**src/rtl/rxdr_pkg.sv**
```systemverilog
package rxdr_pkg;
  localparam logic [7:0] ST_BYTE_FREE = 8'h80;
  localparam logic [7:0] ST_BYTE_DONE = 8'h03;
  localparam logic [7:0] ST_BYTE_ERR  = 8'h40;
  localparam logic [7:0] ST_BYTE_OVF  = 8'h10;
  localparam int         FCS_BYTES    = 4;
  localparam int         DESC_WORDS   = 4;
  localparam int         W_STATUS     = 1;
  localparam int         W_COUNT      = 3;

  typedef enum logic [2:0] {
    S_IDLE,
    S_SEARCH,
    S_DATA,
    S_LEN,
    S_STAT,
    S_DRAIN
  } rxdr_state_t;
endpackage

```
**src/rtl/rxdr_fifo.sv**
```systemverilog
module rxdr_fifo #(
  parameter int DEPTH = 8,
  parameter int WIDTH = 9
) (
  input  logic             clk,
  input  logic             rst_n,
  input  logic             push,
  input  logic [WIDTH-1:0] push_data,
  output logic             not_full,
  input  logic             pop,
  output logic [WIDTH-1:0] head,
  output logic             not_empty
);
  localparam int PW = (DEPTH > 1) ? $clog2(DEPTH) : 1;
  localparam int CW = $clog2(DEPTH + 1);

  logic [WIDTH-1:0] store_q [DEPTH];
  logic [PW-1:0]    wr_q, rd_q, wr_d, rd_d;
  logic [CW-1:0]    cnt_q, cnt_d;
  logic             do_push, do_pop;

  assign not_full  = (cnt_q != CW'(DEPTH));
  assign not_empty = (cnt_q != '0);
  assign do_push   = push && not_full;
  assign do_pop    = pop && not_empty;
  assign head      = store_q[rd_q];

  always_comb begin
    wr_d  = wr_q;
    rd_d  = rd_q;
    cnt_d = cnt_q;
    if (do_push) wr_d = (wr_q == PW'(DEPTH - 1)) ? '0 : wr_q + PW'(1);
    if (do_pop)  rd_d = (rd_q == PW'(DEPTH - 1)) ? '0 : rd_q + PW'(1);
    if (do_push && !do_pop) cnt_d = cnt_q + CW'(1);
    else if (do_pop && !do_push) cnt_d = cnt_q - CW'(1);
  end

  always_ff @(posedge clk or negedge rst_n) begin
    if (!rst_n) begin
      wr_q  <= '0;
      rd_q  <= '0;
      cnt_q <= '0;
    end else begin
      wr_q  <= wr_d;
      rd_q  <= rd_d;
      cnt_q <= cnt_d;
    end
  end

  always_ff @(posedge clk) begin
    if (do_push) store_q[wr_q] <= push_data;
  end

  // frames are drained by popping, which must never run past the contents
  a_r9_no_underflow: assert property (@(posedge clk) disable iff (!rst_n)
    pop |-> cnt_q != '0);
endmodule

```
**src/rtl/rxdr_pack.sv**
```systemverilog
module rxdr_pack #(
  parameter int SLOT_BYTES = 1544
) (
  input  logic                                 clk,
  input  logic                                 rst_n,
  input  logic                                 en,
  input  logic                                 clr,
  input  logic                                 in_valid,
  input  logic [7:0]                           in_data,
  input  logic                                 in_last,
  output logic                                 in_pop,
  output logic                                 word_valid,
  output logic [15:0]                          word_data,
  output logic [1:0]                           word_strb,
  output logic [$clog2(SLOT_BYTES/2+1)-1:0]    word_off,
  input  logic                                 word_take,
  output logic                                 frame_end,
  output logic [$clog2(SLOT_BYTES+1)-1:0]      stored,
  output logic                                 ovf
);
  localparam int CW  = $clog2(SLOT_BYTES + 1);
  localparam int OW  = $clog2(SLOT_BYTES / 2 + 1);

  logic [7:0]    hi_q, hi_d;
  logic          have_hi_q, have_hi_d;
  logic [15:0]   wdat_q, wdat_d;
  logic [1:0]    wstb_q, wstb_d;
  logic          wval_q, wval_d;
  logic          end_q, end_d;
  logic          ovf_q, ovf_d;
  logic [CW-1:0] cnt_q, cnt_d;
  logic [OW-1:0] off_q, off_d;
  logic          take;

  assign in_pop     = en && !end_q && !wval_q && in_valid;
  assign take       = word_take && wval_q;
  assign word_valid = wval_q;
  assign word_data  = wdat_q;
  assign word_strb  = wstb_q;
  assign word_off   = off_q;
  assign frame_end  = end_q && !wval_q;
  assign stored     = cnt_q;
  assign ovf        = ovf_q;

  always_comb begin
    hi_d      = hi_q;
    have_hi_d = have_hi_q;
    wdat_d    = wdat_q;
    wstb_d    = wstb_q;
    wval_d    = wval_q;
    end_d     = end_q;
    ovf_d     = ovf_q;
    cnt_d     = cnt_q;
    off_d     = off_q;
    if (clr) begin
      have_hi_d = 1'b0;
      wval_d    = 1'b0;
      end_d     = 1'b0;
      ovf_d     = 1'b0;
      cnt_d     = '0;
      off_d     = '0;
    end else if (take) begin
      wval_d = 1'b0;
      off_d  = off_q + OW'(1);
    end else if (in_pop) begin
      if (cnt_q < CW'(SLOT_BYTES)) begin
        cnt_d = cnt_q + CW'(1);
        if (!have_hi_q) begin
          if (in_last) begin
            wdat_d = {in_data, 8'h00};
            wstb_d = 2'b10;
            wval_d = 1'b1;
            end_d  = 1'b1;
          end else begin
            hi_d      = in_data;
            have_hi_d = 1'b1;
          end
        end else begin
          wdat_d    = {hi_q, in_data};
          wstb_d    = 2'b11;
          wval_d    = 1'b1;
          have_hi_d = 1'b0;
          end_d     = in_last;
        end
      end else begin
        ovf_d = 1'b1;
        end_d = in_last;
      end
    end
  end

  always_ff @(posedge clk or negedge rst_n) begin
    if (!rst_n) begin
      hi_q      <= '0;
      have_hi_q <= 1'b0;
      wdat_q    <= '0;
      wstb_q    <= '0;
      wval_q    <= 1'b0;
      end_q     <= 1'b0;
      ovf_q     <= 1'b0;
      cnt_q     <= '0;
      off_q     <= '0;
    end else begin
      hi_q      <= hi_d;
      have_hi_q <= have_hi_d;
      wdat_q    <= wdat_d;
      wstb_q    <= wstb_d;
      wval_q    <= wval_d;
      end_q     <= end_d;
      ovf_q     <= ovf_d;
      cnt_q     <= cnt_d;
      off_q     <= off_d;
    end
  end

  a_r7_slot_cap: assert property (@(posedge clk) disable iff (!rst_n)
    cnt_q <= CW'(SLOT_BYTES));
  a_r4_strobe_nonzero: assert property (@(posedge clk) disable iff (!rst_n)
    wval_q |-> wstb_q != 2'b00);
  a_r4_take_needs_word: assert property (@(posedge clk) disable iff (!rst_n)
    word_take |-> wval_q);
endmodule

```
**src/rtl/rxdr_ctrl.sv**
```systemverilog
module rxdr_ctrl
  import rxdr_pkg::*;
#(
  parameter int AW         = 20,
  parameter int RING       = 16,
  parameter int SLOT_BYTES = 1544
) (
  input  logic                              clk,
  input  logic                              rst_n,
  input  logic                              stopped,
  input  logic [AW-1:0]                     ring_base,
  input  logic                              fifo_nonempty,
  input  logic                              fifo_last,
  output logic                              drop_pop,
  output logic                              pack_en,
  output logic                              pack_clr,
  input  logic                              word_valid,
  input  logic [15:0]                       word_data,
  input  logic [1:0]                        word_strb,
  input  logic [$clog2(SLOT_BYTES/2+1)-1:0] word_off,
  output logic                              word_take,
  input  logic                              frame_end,
  input  logic [$clog2(SLOT_BYTES+1)-1:0]   stored,
  input  logic                              ovf,
  output logic                              mem_req,
  output logic                              mem_we,
  output logic [AW-1:0]                     mem_addr,
  output logic [15:0]                       mem_wdata,
  output logic [1:0]                        mem_wstrb,
  input  logic                              mem_ack,
  input  logic [15:0]                       mem_rdata,
  output logic                              rx_done,
  output logic                              rx_missed
);
  localparam int IW        = $clog2(RING);
  localparam int SLOTW     = SLOT_BYTES / 2;
  localparam int BUF_START = RING * DESC_WORDS;

  rxdr_state_t st_q, st_d;
  logic [IW-1:0] ptr_q, ptr_d, idx_q, idx_d, seen_q, seen_d, slot_q, slot_d;
  logic          arm_q, arm_d, done_q, done_d, miss_q, miss_d;
  logic [AW-1:0] probe_desc, slot_desc, slot_buf;
  logic [7:0]    fin_status;
  logic          unused_rdata_lo;

  assign unused_rdata_lo = ^mem_rdata[7:0];
  assign probe_desc = ring_base + (AW'(idx_q) << 2);
  assign slot_desc  = ring_base + (AW'(slot_q) << 2);
  assign slot_buf   = ring_base + AW'(BUF_START) + AW'(slot_q) * AW'(SLOTW) + AW'(word_off);
  assign fin_status = ovf ? (ST_BYTE_DONE | ST_BYTE_ERR | ST_BYTE_OVF) : ST_BYTE_DONE;

  always_comb begin
    st_d      = st_q;
    ptr_d     = ptr_q;
    idx_d     = idx_q;
    seen_d    = seen_q;
    slot_d    = slot_q;
    arm_d     = arm_q;
    done_d    = 1'b0;
    miss_d    = 1'b0;
    mem_req   = 1'b0;
    mem_we    = 1'b0;
    mem_addr  = '0;
    mem_wdata = '0;
    mem_wstrb = '0;
    drop_pop  = 1'b0;
    pack_en   = 1'b0;
    pack_clr  = 1'b0;
    word_take = 1'b0;
    unique case (st_q)
      S_IDLE: begin
        if (fifo_nonempty) begin
          if (stopped) begin
            st_d  = S_DRAIN;
            arm_d = 1'b0;
          end else begin
            st_d   = S_SEARCH;
            idx_d  = ptr_q;
            seen_d = '0;
          end
        end
      end
      S_SEARCH: begin
        mem_req  = 1'b1;
        mem_addr = probe_desc + AW'(W_STATUS);
        if (mem_ack) begin
          if (mem_rdata[15:8] == ST_BYTE_FREE) begin
            slot_d = idx_q;
            st_d   = S_DATA;
          end else if (seen_q == IW'(RING - 2)) begin
            st_d  = S_DRAIN;
            arm_d = 1'b1;
          end else begin
            idx_d  = idx_q + IW'(1);
            seen_d = seen_q + IW'(1);
          end
        end
      end
      S_DATA: begin
        pack_en = 1'b1;
        if (word_valid) begin
          mem_req   = 1'b1;
          mem_we    = 1'b1;
          mem_addr  = slot_buf;
          mem_wdata = word_data;
          mem_wstrb = word_strb;
          word_take = mem_ack;
        end else if (frame_end) begin
          st_d = S_LEN;
        end
      end
      S_LEN: begin
        mem_req   = 1'b1;
        mem_we    = 1'b1;
        mem_addr  = slot_desc + AW'(W_COUNT);
        mem_wdata = 16'(stored) + 16'(FCS_BYTES);
        mem_wstrb = 2'b11;
        if (mem_ack) st_d = S_STAT;
      end
      S_STAT: begin
        mem_req   = 1'b1;
        mem_we    = 1'b1;
        mem_addr  = slot_desc + AW'(W_STATUS);
        mem_wdata = {fin_status, 8'h00};
        mem_wstrb = 2'b10;
        if (mem_ack) begin
          st_d     = S_IDLE;
          ptr_d    = ptr_q + IW'(1);
          done_d   = 1'b1;
          pack_clr = 1'b1;
        end
      end
      S_DRAIN: begin
        if (fifo_nonempty) begin
          drop_pop = 1'b1;
          if (fifo_last) begin
            st_d   = S_IDLE;
            miss_d = arm_q;
          end
        end
      end
      default: st_d = S_IDLE;
    endcase
  end

  always_ff @(posedge clk or negedge rst_n) begin
    if (!rst_n) begin
      st_q   <= S_IDLE;
      ptr_q  <= '0;
      idx_q  <= '0;
      seen_q <= '0;
      slot_q <= '0;
      arm_q  <= 1'b0;
      done_q <= 1'b0;
      miss_q <= 1'b0;
    end else begin
      st_q   <= st_d;
      ptr_q  <= ptr_d;
      idx_q  <= idx_d;
      seen_q <= seen_d;
      slot_q <= slot_d;
      arm_q  <= arm_d;
      done_q <= done_d;
      miss_q <= miss_d;
    end
  end

  assign rx_done   = done_q;
  assign rx_missed = miss_q;

  a_r11_request_held: assert property (@(posedge clk) disable iff (!rst_n)
    mem_req && !mem_ack |=> mem_req && $stable(mem_addr) && $stable(mem_we)
                            && $stable(mem_wdata) && $stable(mem_wstrb));
  a_r8_pointer_step: assert property (@(posedge clk) disable iff (!rst_n)
    rx_done |-> ptr_q == $past(ptr_q) + IW'(1));
  a_r8_pointer_hold: assert property (@(posedge clk) disable iff (!rst_n)
    !rx_done |-> ptr_q == $past(ptr_q));
  a_r9_pulses_exclusive: assert property (@(posedge clk) disable iff (!rst_n)
    !(rx_done && rx_missed));
endmodule

```
**src/rtl/rx_desc_ring_writer.sv**
```systemverilog
module rx_desc_ring_writer #(
  parameter int AW         = 20,
  parameter int RING       = 16,
  parameter int SLOT_BYTES = 1544,
  parameter int FIFO_DEPTH = 8
) (
  input  logic          clk,
  input  logic          rst_n,
  input  logic          stopped,
  input  logic [AW-1:0] ring_base,
  input  logic          in_valid,
  input  logic [7:0]    in_data,
  input  logic          in_last,
  output logic          in_ready,
  output logic          mem_req,
  output logic          mem_we,
  output logic [AW-1:0] mem_addr,
  output logic [15:0]   mem_wdata,
  output logic [1:0]    mem_wstrb,
  input  logic          mem_ack,
  input  logic [15:0]   mem_rdata,
  output logic          rx_done,
  output logic          rx_missed
);
  localparam int CW = $clog2(SLOT_BYTES + 1);
  localparam int OW = $clog2(SLOT_BYTES / 2 + 1);

  logic [1:0]    rst_sync_q;
  logic          core_rst_n;
  logic [8:0]    head;
  logic          f_nonempty, drop_pop, pack_pop, pack_en, pack_clr;
  logic          w_valid, w_take, f_end, p_ovf;
  logic [15:0]   w_data;
  logic [1:0]    w_strb;
  logic [OW-1:0] w_off;
  logic [CW-1:0] p_stored;

  always_ff @(posedge clk or negedge rst_n) begin
    if (!rst_n) rst_sync_q <= 2'b00;
    else        rst_sync_q <= {rst_sync_q[0], 1'b1};
  end
  assign core_rst_n = rst_sync_q[1];

  rxdr_fifo #(.DEPTH(FIFO_DEPTH), .WIDTH(9)) u_fifo (
    .clk       (clk),
    .rst_n     (core_rst_n),
    .push      (in_valid),
    .push_data ({in_last, in_data}),
    .not_full  (in_ready),
    .pop       (drop_pop | pack_pop),
    .head      (head),
    .not_empty (f_nonempty)
  );

  rxdr_pack #(.SLOT_BYTES(SLOT_BYTES)) u_pack (
    .clk        (clk),
    .rst_n      (core_rst_n),
    .en         (pack_en),
    .clr        (pack_clr),
    .in_valid   (f_nonempty),
    .in_data    (head[7:0]),
    .in_last    (head[8]),
    .in_pop     (pack_pop),
    .word_valid (w_valid),
    .word_data  (w_data),
    .word_strb  (w_strb),
    .word_off   (w_off),
    .word_take  (w_take),
    .frame_end  (f_end),
    .stored     (p_stored),
    .ovf        (p_ovf)
  );

  rxdr_ctrl #(.AW(AW), .RING(RING), .SLOT_BYTES(SLOT_BYTES)) u_ctrl (
    .clk           (clk),
    .rst_n         (core_rst_n),
    .stopped       (stopped),
    .ring_base     (ring_base),
    .fifo_nonempty (f_nonempty),
    .fifo_last     (head[8]),
    .drop_pop      (drop_pop),
    .pack_en       (pack_en),
    .pack_clr      (pack_clr),
    .word_valid    (w_valid),
    .word_data     (w_data),
    .word_strb     (w_strb),
    .word_off      (w_off),
    .word_take     (w_take),
    .frame_end     (f_end),
    .stored        (p_stored),
    .ovf           (p_ovf),
    .mem_req       (mem_req),
    .mem_we        (mem_we),
    .mem_addr      (mem_addr),
    .mem_wdata     (mem_wdata),
    .mem_wstrb     (mem_wstrb),
    .mem_ack       (mem_ack),
    .mem_rdata     (mem_rdata),
    .rx_done       (rx_done),
    .rx_missed     (rx_missed)
  );

  a_r10_single_popper: assert property (@(posedge clk) disable iff (!core_rst_n)
    !(drop_pop && pack_pop));
endmodule

```
**config.mk**
```make
export PLATFORM = sky130hd
export DESIGN_NAME = rx_desc_ring_writer
export DESIGN_NICKNAME = d
export VERILOG_FILES = /design/src/rtl/rxdr_pkg.sv /design/src/rtl/rxdr_fifo.sv /design/src/rtl/rxdr_pack.sv /design/src/rtl/rxdr_ctrl.sv /design/src/rtl/rx_desc_ring_writer.sv
export SDC_FILE = /design/constraint.sdc
export NUM_CORES = 1
export LEC_CHECK = 0
export CORE_UTILIZATION = 54
export CTS_BUF_LIST = sky130_fd_sc_hd__clkbuf_8
export CTS_CLUSTER_SIZE = 8
export DETAILED_ROUTE_END_ITERATION = 6
export HOLD_SLACK_MARGIN = 0.06
export PLACE_DENSITY = 0.84
export REMOVE_ABC_BUFFERS = 1
export SYNTH_ARGS = -nofsm -noshare
export SYNTH_HDL_FRONTEND = slang
export SYNTH_SLANG_ARGS = --single-unit
```
**constraint.sdc**
```tcl
create_clock -name clk -period 4.8 [get_ports clk]
set_input_delay 0.96 -clock clk [delete_from_list [all_inputs] [get_ports clk]]
set_output_delay 0.96 -clock clk [all_outputs]
set_load 0.01 [all_outputs]
```
==> impl_results.md, run 1 <==
* Die Width at between 100 and 150 um
* H-tree lvl count at 4
* R2R Path End: u_pack.word_data[0]
* Maximum VDD drop at between 0.0003 and 0.0004 V
* Clock-pin slew on the worst setup and hold paths at about 0.080 ns
* Total gr overflow at 0
* Failing checks: negative setup slack
* Fin area at between 10000 and 15000 sq um
* Post-Syn Instances at 898
* Nets at about 1200
* Die ar. at between 15000 and 20000 sq um
* PD cells at between 400 and 500 nW/um^2
* Hold Path Class: flip-flop to flip-flop
* Via total after detailed routing at between 8000 and 9000
* Final std cells w/o fill at between 1000 and 1500
* Reg2reg path depth at 7
* Final worst setup slack at -0.173 ns
* Row cnt at 48
* Clock tree buffer depth at 2
* Area Growth Syn to Fin at 29.4%
* Endpoint with the worst hold slack: rst_sync_q[1]
* Dpl hpwl at 17200 um
* Most common cell after layout, fill and taps aside: buf_4
* Placed inst area at 11400 sq um
* Max-slew headroom at between 10% and 20%
* Lkg Pwr at around 5.3 nW
* Critical-path cell list: clkdlybuf4s50_1 > ha_1 > ha_1 > ha_4 > o211ai_1 > nor2_1 > o21ai_2 > a31oi_4 > a31oi_2 > o21bai_1 > mux2i_1 > o211ai_1 > buf_2
* First-pass GRT wire length at 40800 um
* Cells on Worst Hold Path at 0
* Clock Latency Late Sink at roughly 0.46 ns
* Post-synthesis register bit count at approximately 160
* DR WL/cell at 21.3 um
* Worst reg2reg startpoint: u_ctrl.st_q[0]
* Most area-consuming cells after synthesis: edfxtp_1 22%, dfrtp_1 22%, ha_1 8.8%
* Yosys top cell area share at around 22%
* Syn Area/Cell at ~11 sq um
* Hold Path Origin: rst_sync_q[0]
* 1st-iter DRT viols at 812
* Die Ht at approximately 140 um
* ANT nets after route at 0
* Largest net degree at the start of global routing at between 80 and 90
* Tot GR Track Use at between 20 and 30%
* Synthesized area at about 9700 sq um
* Outcome: complete, but fails checks
* WL final at approximately 28000 um
* RSZ-0062 raised after global routing: true
* FMAX at between 200 and 250 MHz
* Final Critical Period at between 4 and 5 ns
* Via density at 6.35
* Final Slew Violations at 0
* Critical Path Sink Type: output pin
* CTS tree: yes
* Startpoint Class: input port
* Synth Flop Type: dfrtp_1
* Port Buf Inserts at 84
* TritonCTS Buffers at 17
* CP required at around 3.8 ns
* CP max stage delay at approximately 0.52 ns
* Most frequent cells in the layout: 113 x buf_4, 85 x nand2_1, 84 x dfrtp_1, 72 x nor2_1, 72 x edfxtp_1
* Routability Congestion at 0.952
* Layout fillers at approximately 1100
* Largest area contributor in the netlist: edfxtp_1
* Crit Path Class: input port to output pin
* CTS Sinks at roughly 160
* Fraction of final layout cells sized beyond drive strength 1 at a little over a quarter
* Max FO, Critical Path at 4
* # setup viols final at 6
* Critical Path Slowest Stage Cell: clkdlybuf4s50_1
* Yosys cell types at ~70
* Core ar. at between 15000 and 20000 sq um
* Placed cell count at ~1300
* Initial antenna violation count at 0
* Storage element area at between 4000 and 5000 sq um
* Register area share after synthesis at 44.4%
* Max_cap viols at 0
* Multi-input gate area at 5750 sq um
* Synth Warn # at 0
* R2R Setup Slk at roughly 1.3 ns
* Endpoints failing hold at 0
* Root buffer cell: clkbuf_8
* # diodes at 0
* Fin crit share at 104%
* 1st-pass router iterations at 5
* # DRC at 0
* Vias in the first global route at approximately 8100
* I/O pin cnt at 93
* Skew final at ~0.010 ns
* Initial Util at 55.7%
* CP Data Arrival Time at roughly 4.0 ns
* EDFF count, synth at between 70 and 80
* Worst-Margin Slew at roughly 1.2 ns
* Fraction of registers with async set/reset at between 50% and 60%
-- cells by family (layout without fill, tap and decap cells) --
kind of cell	count (synthesis)	in the layout	synth area share, %
buffers and inverters	62	260	2.53
AOI/OAI and AO/OA	183	183	12.5
and+or+nand+nor	279	279	13.7
xor gates and xnor gates	81	81	7.42
DFF	157	157	44.4
adders and majority gates	78	78	10.9
other	1	1	0.0388
muxes	57	57	8.58
-- stage by stage --
stage | util [%] | setup TNS (ns) | power [mW] | hold slack, ns | worst slack, ns
floorplan | - | -0.413 | 3.14 | 0.331 | -0.284
global placement | 65.8 | -12.24 | 3.88 | 0.338 | -1.40
detailed placement | 65.8 | -12.63 | 3.96 | 0.341 | -1.45
CTS | 70.5 | -0.402 | 4.94 | 0.362 | -0.109
global route | 72.0 | -1.76 | 5.32 | 0.371 | -0.320
finish | 72.0 | -0.722 | 5.07 | 0.359 | -0.173
-- what timing repair did --
action / 4_1_cts / 5_1_grt
gates resized for setup: 115 / 46
pin swaps: 44 / 32
setup buffers: 13 / 6
endpoints found under the setup margin: 15 / 13
hold buffers: 0 / 0
-- worst max-delay path, delay by kind of cell --
family	cells	cell delay [ns]
buf+inv	2	0.69
compound gates	6	0.88
fa+ha+maj	3	1.07
simple gates	1	0.13
mux	1	0.25
-- layout make-up --
| cell class | instances | share of cell area, % |
|---|---|---|
| Clock buffer | 17 | 1.87 |
| Clock inverter | 15 | 1.20 |
| Inverter | 24 | 0.721 |
| Multi-Input combinational cell | 679 | 46.0 |
| Sequential cell | 157 | 34.3 |
| Tap cell | 225 | 2.25 |
| Timing Repair Buffer | 204 | 13.6 |
-- synth_stat cells, types with 9 or more instances --
cell type / instances
nand2_1: 86
dfrtp_1: 85
nor2_1: 76
edfxtp_1: 72
ha_1: 68
o21ai_0: 49
xor2_1: 47
a21oi_1: 37
nand3_1: 33
xnor2_1: 33
clkbuf_1: 27
mux2_2: 26
inv_1: 24
nor3_1: 19
mux4_2: 18
a21o_1: 13
a22o_1: 13
mux2i_1: 13
and3_1: 12
a22oi_1: 11
nand2b_1: 11
fa_1: 10
buf_2: 9
nand4_1: 9
-- state kept, by name, summed over array words and instances, names as in the netlist, 3 cells and up --
| name | flops |
|---|---|
| u_fifo.store_q | 72 |
| u_pack.word_data | 16 |
| u_pack.stored | 11 |
| u_pack.word_off | 10 |
| u_pack.hi_q | 8 |
| u_ctrl.idx_q | 4 |
| u_ctrl.ptr_q | 4 |
| u_ctrl.seen_q | 4 |
| u_ctrl.slot_q | 4 |
| u_fifo.cnt_q | 4 |
| u_ctrl.st_q | 3 |
| u_fifo.rd_q | 3 |
| u_fifo.wr_q | 3 |
-- metal layers --
| layer | wire [um] | vias to the layer above | GRT usage, % |
|---|---|---|---|
| li1 | - | 3669 | - |
| met1 | 10700 | 4090 | 36.0 |
| met2 | 13900 | 497 | 48.5 |
| met3 | 2170 | 134 | 5.42 |
| met4 | 1360 | 0 | 13.8 |
| met5 | 0 | - | 0 |
-- report_power, final --
| group | internal [mW] | switching, mW |
|---|---|---|
| sequential | 1.66 | 0.335 |
| combinational | 0.993 | 1.11 |
| clock | 0.429 | 0.545 |
| total | 3.08 | 1.99 |
-- how the worst max path moves through the flow --
| stage | from | to | slack, ns | cells after the start |
|---|---|---|---|---|
| 6_report | ring_base[10] | mem_addr[17] | -0.17 | 13 |
| 5_1_grt | u_ctrl.slot_q[2] | mem_addr[17] | -0.32 | 15 |
| 4_1_cts | u_ctrl.slot_q[3] | mem_addr[16] | -0.11 | 16 |
| 3_5_place_dp | ring_base[2] | mem_addr[16] | -1.45 | 14 |
| 3_3_place_gp | ring_base[3] | mem_addr[16] | -1.40 | 15 |
| 2_1_floorplan | ring_base[2] | mem_addr[16] | -0.28 | 12 |
Note: power is estimated with default switching activity, not from simulation.
==> run 2, diff against run 1 <==
Settings changed: ABC_CLOCK_PERIOD_IN_PS from default to 4800, CORE_UTILIZATION 54 to 35, PLACE_DENSITY 0.84 to 0.6.
==> impl_results.md, run 2 (same netlist as run 1, synthesis figures left out) <==
* Reg2reg path depth at 6 (was 7)
* Worst-Margin Slew at 1.01 ns (was 1.25 ns)
* WL final at 25300 um (was 28200 um)
* Fin crit share at 104% (about the same)
* Layout fillers at 2443 (was 1060)
* Skew final at 0.0170 ns (was 0.0105 ns)
* 1st-iter DRT viols at 463 (was 812)
* H-tree lvl count at 4 (unchanged)
* Fin area at 12800 sq um (was 12500 sq um)
* Die ar. at 28300 sq um (was 18400 sq um)
* Failing checks: negative setup slack (unchanged)
* FMAX at 201 MHz (about the same)
* I/O pin cnt at 93 (unchanged)
* Maximum VDD drop at 0.000233 V (was 0.000332 V)
* Reg with most FFs: u_fifo.store_q (unchanged)
* Vias in the first global route at 7556 (was 8074)
* Crit path to: mem_addr[17] (unchanged)
* CTS tree: yes (unchanged)
* Most frequent cells in the layout: 115 x buf_4, 84 x nand2_1, 84 x dfrtp_1, 72 x nor2_1, 72 x edfxtp_1 (was 113 x buf_4, 85 x nand2_1, 84 x dfrtp_1, 72 x nor2_1, 72 x edfxtp_1)
* Final Power at 5.00 mW (was 5.07 mW)
* Clock tree buffer depth at 2 (unchanged)
* DR WL/cell at 17.5 um (was 21.3 um)
* Largest net degree at the start of global routing at 64 (was 84)
* Outcome: complete, but fails checks (unchanged)
* 1st-pass router iterations at 4 (was 5)
* Max FFs per register at 72 (unchanged)
* TritonCTS Buffers at 17 (unchanged)
* # DRC at 0 (unchanged)
* Final Slew Violations at 0 (unchanged)
* RSZ-0062 raised after global routing: true (unchanged)
* Area Growth Syn to Fin at 32.1% (was 29.4%)
* Via total after detailed routing at 7627 (was 8390)
* Crit Path Class: flip-flop to output pin (was input port to output pin)
* Max_cap viols at 0 (unchanged)
* Initial antenna violation count at 0 (unchanged)
* Port Buf Inserts at 84 (unchanged)
* Fraction of final layout cells sized beyond drive strength 1 at 27.1% (was 27.3%)
* Root buffer cell: clkbuf_8 (unchanged)
* R2R Path End: u_pack.word_data[6] (was u_pack.word_data[0])
* Max FO, Critical Path at 2 (was 4)
* Endpoints failing hold at 0 (unchanged)
* CTS Sinks at 157 (unchanged)
* Worst reg2reg startpoint: u_ctrl.st_q[2] (was u_ctrl.st_q[0])
* Die Ht at 168 um (was 136 um)
* Max-slew headroom at 32.6% (was 16.6%)
* Final Critical Period at 4.98 ns (was 4.97 ns)
* CP required at 3.84 ns (about the same)
* First-pass GRT wire length at 40400 um (was 40800 um)
* Initial Util at 35.7% (was 55.7%)
* Core ar. at 27000 sq um (was 17400 sq um)
* Hold buffers post-CTS at 0 (unchanged)
* Tot GR Track Use at 18.4% (was 28.9%)
* Hold Path Class: flip-flop to async pin (was flip-flop to flip-flop)
* Dpl hpwl at 18200 um (was 17200 um)
* Nets at 1217 (was 1211)
* Clock-pin slew on the worst setup and hold paths at 0.10 ns (was 0.08 ns)
* Routability Congestion at 0.890 (was 0.952)
* R2R Setup Slk at 1.25 ns (was 1.34 ns)
* CP Data Arrival Time at 4.02 ns (was 4.01 ns)
* PD cells at 392 nW/um^2 (was 406 nW/um^2)
* Startpoint Class: flip-flop (was input port)
* Hold WS at 0.191 ns (was 0.359 ns)
* Clock Latency Late Sink at 0.47 ns (was 0.46 ns)
* Most common cell after layout, fill and taps aside: buf_4 (unchanged)
* Critical Path Sink Type: output pin (unchanged)
* Critical path origin: u_ctrl.slot_q[3] (was ring_base[10])
* Via density at 5.29 (was 6.35)
* # diodes at 0 (unchanged)
* Final worst setup slack at -0.179 ns (was -0.173 ns)
* Placed inst area at 11600 sq um (was 11400 sq um)
* Die Width at 168 um (was 136 um)
* Lkg Pwr at 5.36 nW (was 5.30 nW)
* ANT nets after route at 0 (unchanged)
* # setup viols final at 7 (was 6)
* Row cnt at 60 (was 48)
* Total gr overflow at 0 (unchanged)
-- run 2: area by class of cell --
class	instances	area, sq um	area share (%)
Timing Repair Buffer	210	1780	13.9
Clock inverter	15	189	1.48
Clock buffer	17	234	1.83
Inverter	24	90.1	0.706
Tap cell	341	427	3.34
Multi-Input combinational cell	679	5750	45.1
Sequential cell	157	4290	33.6
-- run 2: worst min path at each step --
stage / endpoint / slack (ns)
after floorplan: rst_sync_q[1] / 0.33
after global placement: u_pack.hi_q[7] / 0.21
after detailed placement: u_pack.hi_q[7] / 0.21
after CTS: u_pack.stored[2] / 0.21
after global routing: u_pack.stored[2] / 0.22
final: u_pack.word_data[13] / 0.19
-- run 2: worst max-delay path, stage by stage, from the launching register on --
cell	delay, ns
dfrtp_1	0.43
ha_1	0.30
inv_2	0.05
ha_4	0.15
ha_4	0.28
buf_6	0.11
xor2_4	0.17
ha_4	0.23
ha_4	0.24
ha_4	0.27
buf_6	0.09
o21a_1	0.13
nor2_2	0.05
a31oi_4	0.19
a31oi_2	0.13
o21bai_1	0.24
mux2i_1	0.25
o211ai_1	0.10
buf_2	0.16
-- run 2: timing repair --
action,in CTS,in global routing
gates resized for setup,122,55
pin swaps,39,45
setup buffers,9,8
setup endpoints to repair,17,12
-- run 2: metrics by stage --
stage / utilization, % / worst slack, ns / setup TNS (ns) / std cells
6_report: 47.2 / -0.179 / -0.557 / 1443
5_1_grt: 47.2 / -0.299 / -1.41 / 1443
4_1_cts: 46.0 / -0.197 / -0.927 / 1435
3_5_place_dp: 43.0 / -1.55 / -14.59 / 1394
3_3_place_gp: 43.0 / -1.52 / -14.48 / 1394
2_1_floorplan: - / -0.284 / -0.413 / 860
-- run 2: where the power goes --
group          leakage [nW]  switching, mW  internal (mW)
combinational          3.38           1.03          0.987
clock                 0.211          0.606          0.403
sequential             1.77          0.319           1.66
total                  5.36           1.96           3.05
-- run 2: routing by layer --
| layer | track usage [%] | vias to the layer above | part of all wire, % | wire length (um) |
|---|---|---|---|---|
| li1 | - | 3676 | - | - |
| met3 | 2.66 | 27 | 3.2 | 819 |
| met1 | 25.6 | 3772 | 47 | 11900 |
| met4 | 5.65 | 0 | 2.0 | 506 |
| met5 | 0 | - | 0 | 0 |
| met2 | 29.6 | 152 | 48 | 12100 |
==> run 3, diff against run 2 <==
Settings changed: HOLD_SLACK_MARGIN 0.06 to 0.02.
==> results of run 3 <==
Final layout, timing and power as in run 2 (identical DEF).
